### src/rtl/wsr_pkg.sv
package wsr_pkg;
    localparam int DQ_W     = 8;
    localparam int POLL_BIT = DQ_W - 1;
    localparam int TGL_BIT  = DQ_W - 2;

    typedef logic [DQ_W-1:0] dq_t;

    typedef struct packed {
        logic wr_prev;
        logic rd_prev;
    } strobe_st_t;

    typedef struct packed {
        dq_t  ld;
        logic tgl;
        dq_t  dq;
    } status_st_t;
endpackage

### src/rtl/wsr_timer.sv
module wsr_timer #(
    parameter int unsigned CYCLES = 20
) (
    input  logic clk,
    input  logic rst_n,
    input  logic start,
    output logic busy
);
    localparam int CNT_W = $clog2(CYCLES + 1);

    typedef struct packed {
        logic [CNT_W-1:0] cnt;
    } timer_st_t;

    timer_st_t st_d, st_q;

    always_comb begin
        st_d = st_q;
        if (start) begin
            st_d.cnt = CNT_W'(CYCLES);
        end else if (st_q.cnt != '0) begin
            st_d.cnt = st_q.cnt - 1'b1;
        end
    end

    always_ff @(posedge clk) begin
        if (!rst_n) begin
            st_q <= '0;
        end else begin
            st_q <= st_d;
        end
    end

    assign busy = (st_q.cnt != '0);

    // a launch always raises busy on the next cycle
    a_r2_busy_after_start: assert property (@(posedge clk) disable iff (!rst_n)
        start |=> busy);

    // once running, the count only ever steps down by one
    a_r9_steady_count: assert property (@(posedge clk) disable iff (!rst_n)
        (st_q.cnt != '0) |=> (st_q.cnt == CNT_W'($past(st_q.cnt) - 1'b1)));

    // count never exceeds the configured duration
    a_r2_no_overflow: assert property (@(posedge clk) disable iff (!rst_n)
        st_q.cnt <= CNT_W'(CYCLES));
endmodule

### src/rtl/wsr_strobe.sv
module wsr_strobe (
    input  logic clk,
    input  logic rst_n,
    input  logic ce_n,
    input  logic oe_n,
    input  logic we_n,
    output logic wr_start,
    output logic rd_start,
    output logic rd_live
);
    import wsr_pkg::*;

    strobe_st_t st_d, st_q;
    logic       wr_cond;
    logic       rd_cond;

    always_comb begin
        wr_cond    = !ce_n && !we_n && oe_n;
        rd_cond    = !ce_n && !oe_n && we_n;
        wr_start   = wr_cond && !st_q.wr_prev;
        rd_start   = rd_cond && !st_q.rd_prev;
        st_d       = st_q;
        st_d.wr_prev = wr_cond;
        st_d.rd_prev = rd_cond;
    end

    always_ff @(posedge clk) begin
        if (!rst_n) begin
            st_q <= '0;
        end else begin
            st_q <= st_d;
        end
    end

    assign rd_live = st_q.rd_prev;

    // a read start drives the bus on the following cycle
    a_r10_drive_follows: assert property (@(posedge clk) disable iff (!rst_n)
        rd_start |=> rd_live);

    // drive drops once the read combination is gone
    a_r10_drive_release: assert property (@(posedge clk) disable iff (!rst_n)
        (ce_n || oe_n || !we_n) |=> !rd_live);
endmodule

### src/rtl/wsr_status.sv
module wsr_status (
    input  logic          clk,
    input  logic          rst_n,
    input  logic          wr_go,
    input  logic          busy,
    input  logic          rd_start,
    input  wsr_pkg::dq_t  din,
    input  wsr_pkg::dq_t  arr_data,
    output wsr_pkg::dq_t  dq
);
    import wsr_pkg::*;

    status_st_t st_d, st_q;

    always_comb begin
        st_d = st_q;
        if (wr_go) begin
            st_d.ld  = din;
            st_d.tgl = 1'b0;
        end
        if (rd_start) begin
            if (busy) begin
                st_d.dq           = '0;
                st_d.dq[POLL_BIT] = ~st_q.ld[POLL_BIT];
                st_d.dq[TGL_BIT]  = st_q.tgl;
                st_d.tgl          = ~st_q.tgl;
            end else begin
                st_d.dq = arr_data;
            end
        end
    end

    always_ff @(posedge clk) begin
        if (!rst_n) begin
            st_q <= '0;
        end else begin
            st_q <= st_d;
        end
    end

    assign dq = st_q.dq;

    // polled bit is the inverse of the captured byte's top bit
    a_r4_poll_inverse: assert property (@(posedge clk) disable iff (!rst_n)
        (rd_start && busy) |=> (dq[POLL_BIT] == ~st_q.ld[POLL_BIT]));

    // toggle state changes on every busy read
    a_r5_toggle_flips: assert property (@(posedge clk) disable iff (!rst_n)
        (rd_start && busy) |=> (st_q.tgl != $past(st_q.tgl)));

    // low status bits stay clear while busy
    a_r6_low_bits_zero: assert property (@(posedge clk) disable iff (!rst_n)
        (rd_start && busy) |=> (dq[TGL_BIT-1:0] == '0));

    // idle reads pass array data through
    a_r7_true_data: assert property (@(posedge clk) disable iff (!rst_n)
        (rd_start && !busy) |=> (dq == $past(arr_data)));

    // captured byte is frozen while a write runs
    a_r8_hold_loaded: assert property (@(posedge clk) disable iff (!rst_n)
        busy |=> $stable(st_q.ld));
endmodule

### src/rtl/wsr_top.sv
module wsr_top #(
    parameter int unsigned CYCLES = 20
) (
    input  logic       clk,
    input  logic       rst_n,
    input  logic       ce_n,
    input  logic       oe_n,
    input  logic       we_n,
    input  logic [7:0] din,
    input  logic [7:0] arr_data,
    output logic [7:0] dq_out,
    output logic       dq_drive,
    output logic       wr_busy
);
    import wsr_pkg::*;

    logic wr_start;
    logic rd_start;
    logic rd_live;
    logic busy;
    logic wr_go;
    dq_t  dq;

    wsr_strobe u_strobe (
        .clk      (clk),
        .rst_n    (rst_n),
        .ce_n     (ce_n),
        .oe_n     (oe_n),
        .we_n     (we_n),
        .wr_start (wr_start),
        .rd_start (rd_start),
        .rd_live  (rd_live)
    );

    // a write combination during a busy period is dropped
    assign wr_go = wr_start && !busy;

    wsr_timer #(.CYCLES(CYCLES)) u_timer (
        .clk   (clk),
        .rst_n (rst_n),
        .start (wr_go),
        .busy  (busy)
    );

    wsr_status u_status (
        .clk      (clk),
        .rst_n    (rst_n),
        .wr_go    (wr_go),
        .busy     (busy),
        .rd_start (rd_start),
        .din      (din),
        .arr_data (arr_data),
        .dq       (dq)
    );

    assign dq_out   = dq;
    assign dq_drive = rd_live;
    assign wr_busy  = busy;

    // a launch only ever follows the legal strobe combination
    a_r3_inhibit: assert property (@(posedge clk) disable iff (!rst_n)
        wr_go |-> (!ce_n && !we_n && oe_n));

    // busy cannot be re-armed from within a busy period
    a_r8_no_rearm: assert property (@(posedge clk) disable iff (!rst_n)
        (busy && !ce_n && !we_n && oe_n) |-> !wr_go);
endmodule

### config.mk
export PLATFORM = sky130hd
export DESIGN_NAME = wsr_top
export DESIGN_NICKNAME = d
export VERILOG_FILES = /design/src/rtl/wsr_pkg.sv /design/src/rtl/wsr_timer.sv /design/src/rtl/wsr_strobe.sv /design/src/rtl/wsr_status.sv /design/src/rtl/wsr_top.sv
export SDC_FILE = /design/constraint.sdc
export NUM_CORES = 1
export LEC_CHECK = 0
export CAP_MARGIN = 20
export CELL_PAD_IN_SITES_DETAIL_PLACEMENT = 1
export CELL_PAD_IN_SITES_GLOBAL_PLACEMENT = 1
export CORE_UTILIZATION = 27
export DETAILED_ROUTE_END_ITERATION = 8
export GPL_TIMING_DRIVEN = 0
export PLACE_DENSITY_LB_ADDON = 0.1
export SYNTH_ARGS = -nofsm -noshare
export SYNTH_HDL_FRONTEND = slang
export SYNTH_SLANG_ARGS = --single-unit
### constraint.sdc
create_clock -name clk -period 1.55 [get_ports clk]
set_clock_uncertainty 0.15 [all_clocks]
set_input_delay 0.2325 -clock clk [delete_from_list [all_inputs] [get_ports clk]]
set_output_delay 0.2325 -clock clk [all_outputs]
set_load 0.01 [all_outputs]
==> metrics.md <==
| Metric | Value |
|---|---|
| WS Path Type | register to output port |
| P per Cell Area | 1480 mW/mm^2 |
| Status | finished with violations |
| DR DRC count | 0 |
| First drt pass iteration count | 3 |
| Register area | 345 um^2 |
| Critical path origin | u_timer.st_q[1] |
| CTS Buffer Depth | 2 |
| CP max stage cell | dfxtp_2 |
| Worst Path Arrival | 1.27 ns |
| R2R depth | 7 |
| Total of warnings raised by yosys | 0 |
| Worst R2R Start | u_timer.st_q[1] |
| Row count | 19 |
| Placed cell area | 0.00106 mm^2 |
| Post-Route WL | 2190 um |
| Crit path max fanout | 2 |
| Multi-input gate area | 489 um^2 |
| Initial antenna violation count | 0 |
| Max Clk Rate | 0.606 GHz |
| Slew margin rel. | 77.6% |
| Via density | 4.82 |
| Root Driver | clkbuf_4 |
| Worst reg2reg path endpoint | u_status.st_q[16] |
| Syn nets | 111 |
| CTS Buf Count | 3 |
| Ports | 31 |
| RSZ-0062 raised after global routing | true |
| Dpl hpwl | 1350 um |
| FF+latch count, synth | 17 |
| Slew @ Worst Pin | 0.336 ns |
| Clock sink count | 17 |
| Vias | 761 |
| HP Start | we_n |
| Setup violations, final | 7 |
| Clock Latency Late Sink | 0.29 ns |
| TritonCTS clock tree | done |
| Seq/Total Area, Yosys | 44.2% |
| Area grow syn2layout | 74.5% |
| Max incr delay on CP | 0.34 ns |
| IO Port Bufs | 23 |
| LEAKAGE | 0.549 nW |
| Max VDD drop | 0.670 mV |
| Final instance area | 0.00135 mm^2 |
| Cell variety after synth | 25 |
| Critical Path, Cell by Cell | inv_2, ha_4, nor4b_4, inv_2, buf_6 |
| Tcrit/Tclk final | 106% |
| Pins Over Slew Limit | 0 |
| CP dominant cell by count | inv_2 |
| Max-Cap Viols | 0 |
| Routability cong. | 0.637 |
| # diodes | 0 |
| Global route overflow | 0 |
| Hold Crit Depth | 2 |
| Die ar. | 0.00307 mm^2 |
| Power Total | 1.99 mW |
| Vias in the first global route | 822 |
| Fill cells | 315 |
| Share of layout cells above drive strength 1 | 49.6% |
| Hold EP | u_strobe.st_q[1] |
| Post-route ant nets | 0 |
| Placeable Area | 0.00273 mm^2 |
| Tot GR Track Use | 15.1% |
| Initial DRC count | 7 |
| Syn Inst Count | 89 |
| Die H | 55.4 um |
| Tmin final | 1.65 ns |
| First-pass GRT wire length | 3650 um |
| R2R Setup Slk | -0.09 ns |
| Worst-path clk slew | 0.11 ns |
| Largest net degree at the start of global routing | 11 |
| Die Wd | 55.4 um |
| Critical Path RT | 1.17 ns |
| Nets | 150 |
| Final hold vios | 0 |
| DR WL/cell | 13.9 um |
| Worst Hold Class | input port to register |
| Avg Inst Size Synth | 8.66 um^2 |
| H-Tree Depth | 1 |
| Critical Path End Type | output port |
| Startpoint Class | register |
| Area of the mapped netlist | 771 um^2 |
| Failing checks | setup timing |
| Initial Utilization | 28.2% |
| Final worst slack | -0.0989 ns |
stage by stage:
stage                     cells  TNS, ns  setup slack (ns)  hold WS (ns)  util [%]
after detailed placement    143    -6.96            -0.563         0.305      38.7
final                       158   -0.366           -0.0989         0.160      49.2
after floorplan              89  -0.0559           -0.0559         0.159         -
after CTS                   156   -0.384            -0.115         0.149      43.3
after global placement      143    -6.75            -0.541         0.289      38.7
after global routing        158   -0.994            -0.173         0.153      49.2
cells in the final DEF, fill, tap and decap left out, types with 2 or more instances in the layout:
master and instances:
buf_4 14, dfxtp_1 13, dlygate4sd2_1 12, a21oi_2 10
clkdlybuf4s50_1 10, nand2_1 8, buf_6 7, clkbuf_4 4
dfxtp_2 4, inv_2 3, nand3_2 3, nand3_4 3
o21ai_0 3, or4b_4 2, inv_1 2, nor4b_1 2
nand2_2 2, nor3_1 2, nand2b_1 2, a31oi_1 2
sequential cells by signal, indices dropped and copies added (netlist names):
name and flops:
u_status.st_q 2, u_timer.st_q 5, u_strobe.st_q 1, u_status.dq 8, u_strobe.rd_live 1
layout make-up:
| cell class | count | area share, % |
|---|---|---|
| Multi-Input combinational cell | 55 | 36.4 |
| Inverter | 5 | 1.40 |
| Timing Repair Buffer | 35 | 24.5 |
| Buffer | 11 | 7.26 |
| Clock buffer | 4 | 1.95 |
| Sequential cell | 17 | 25.7 |
| Tap cell | 31 | 2.88 |
critical path, delay by kind of cell (launching register included):
family / cells / cell delay, ns
flip-flops: 1 / 0.34
adder cells (fa/ha/maj): 1 / 0.13
buffers and inverters: 3 / 0.28
AND/OR/NAND/NOR: 1 / 0.23
layer usage:
metal / up-vias / track usage (%) / share of wire (%)
li1: 377 / - / -
met1: 365 / 18.6 / 46
met2: 17 / 25.1 / 50
met3: 2 / 3.51 / 3.4
met4: 0 / 6.43 / 0.59
met5: - / 0 / 0
synth_stat cells (all sizes together):
master / n / area share, %
clkbuf: 4 / 1.9
or4b: 2 / 3.1
nor4b: 4 / 6.5
or4: 1 / 0.97
inv: 5 / 2.4
a31oi: 2 / 1.6
a21oi: 11 / 7.1
dfxtp: 17 / 44
nor2: 1 / 0.49
ha: 1 / 1.6
buf: 8 / 7.8
xnor2: 1 / 1.1
o21ai: 4 / 2.6
a211oi: 1 / 0.97
nand2: 11 / 5.4
nand3: 7 / 4.5
nor2b: 1 / 0.81
o21a: 1 / 0.97
nor3: 2 / 1.3
a311oi: 1 / 1.1
nand2b: 3 / 2.4
or3: 1 / 0.97
cell families after synthesis:
kind of cell | count (synthesis) | share of synthesized area [%]
DFF | 17 | 44.2
AOI/OAI and AO/OA | 20 | 14.4
adders and majority gates | 1 | 1.62
buffers and inverters | 17 | 12.2
xor gates and xnor gates | 1 | 1.14
and+or+nand+nor | 33 | 26.5
power breakdown:
group / leakage (nW) / internal (mW) / switching [mW]
registers: 0.140 / 0.502 / 0.0547
logic: 0.394 / 0.667 / 0.522
clock network: 0.0150 / 0.100 / 0.150
total: 0.549 / 1.27 / 0.726
worst max-delay path by stage:
stage and end:
5_1_grt wr_busy, 4_1_cts wr_busy, 3_5_place_dp u_timer.st_q[4], 6_report wr_busy, 2_1_floorplan u_status.st_q[16], 3_3_place_gp u_status.dq[2]
timing repair:
action,4_1_cts,5_1_grt
setup buffers,10,2
cloned,0,1
endpoints found under the hold margin,0,0
pin swaps,6,19
setup endpoints to repair,23,15
gates resized for setup,29,35
hold buffers,0,0
No activity file was read; power rests on OpenSTA's default activity.
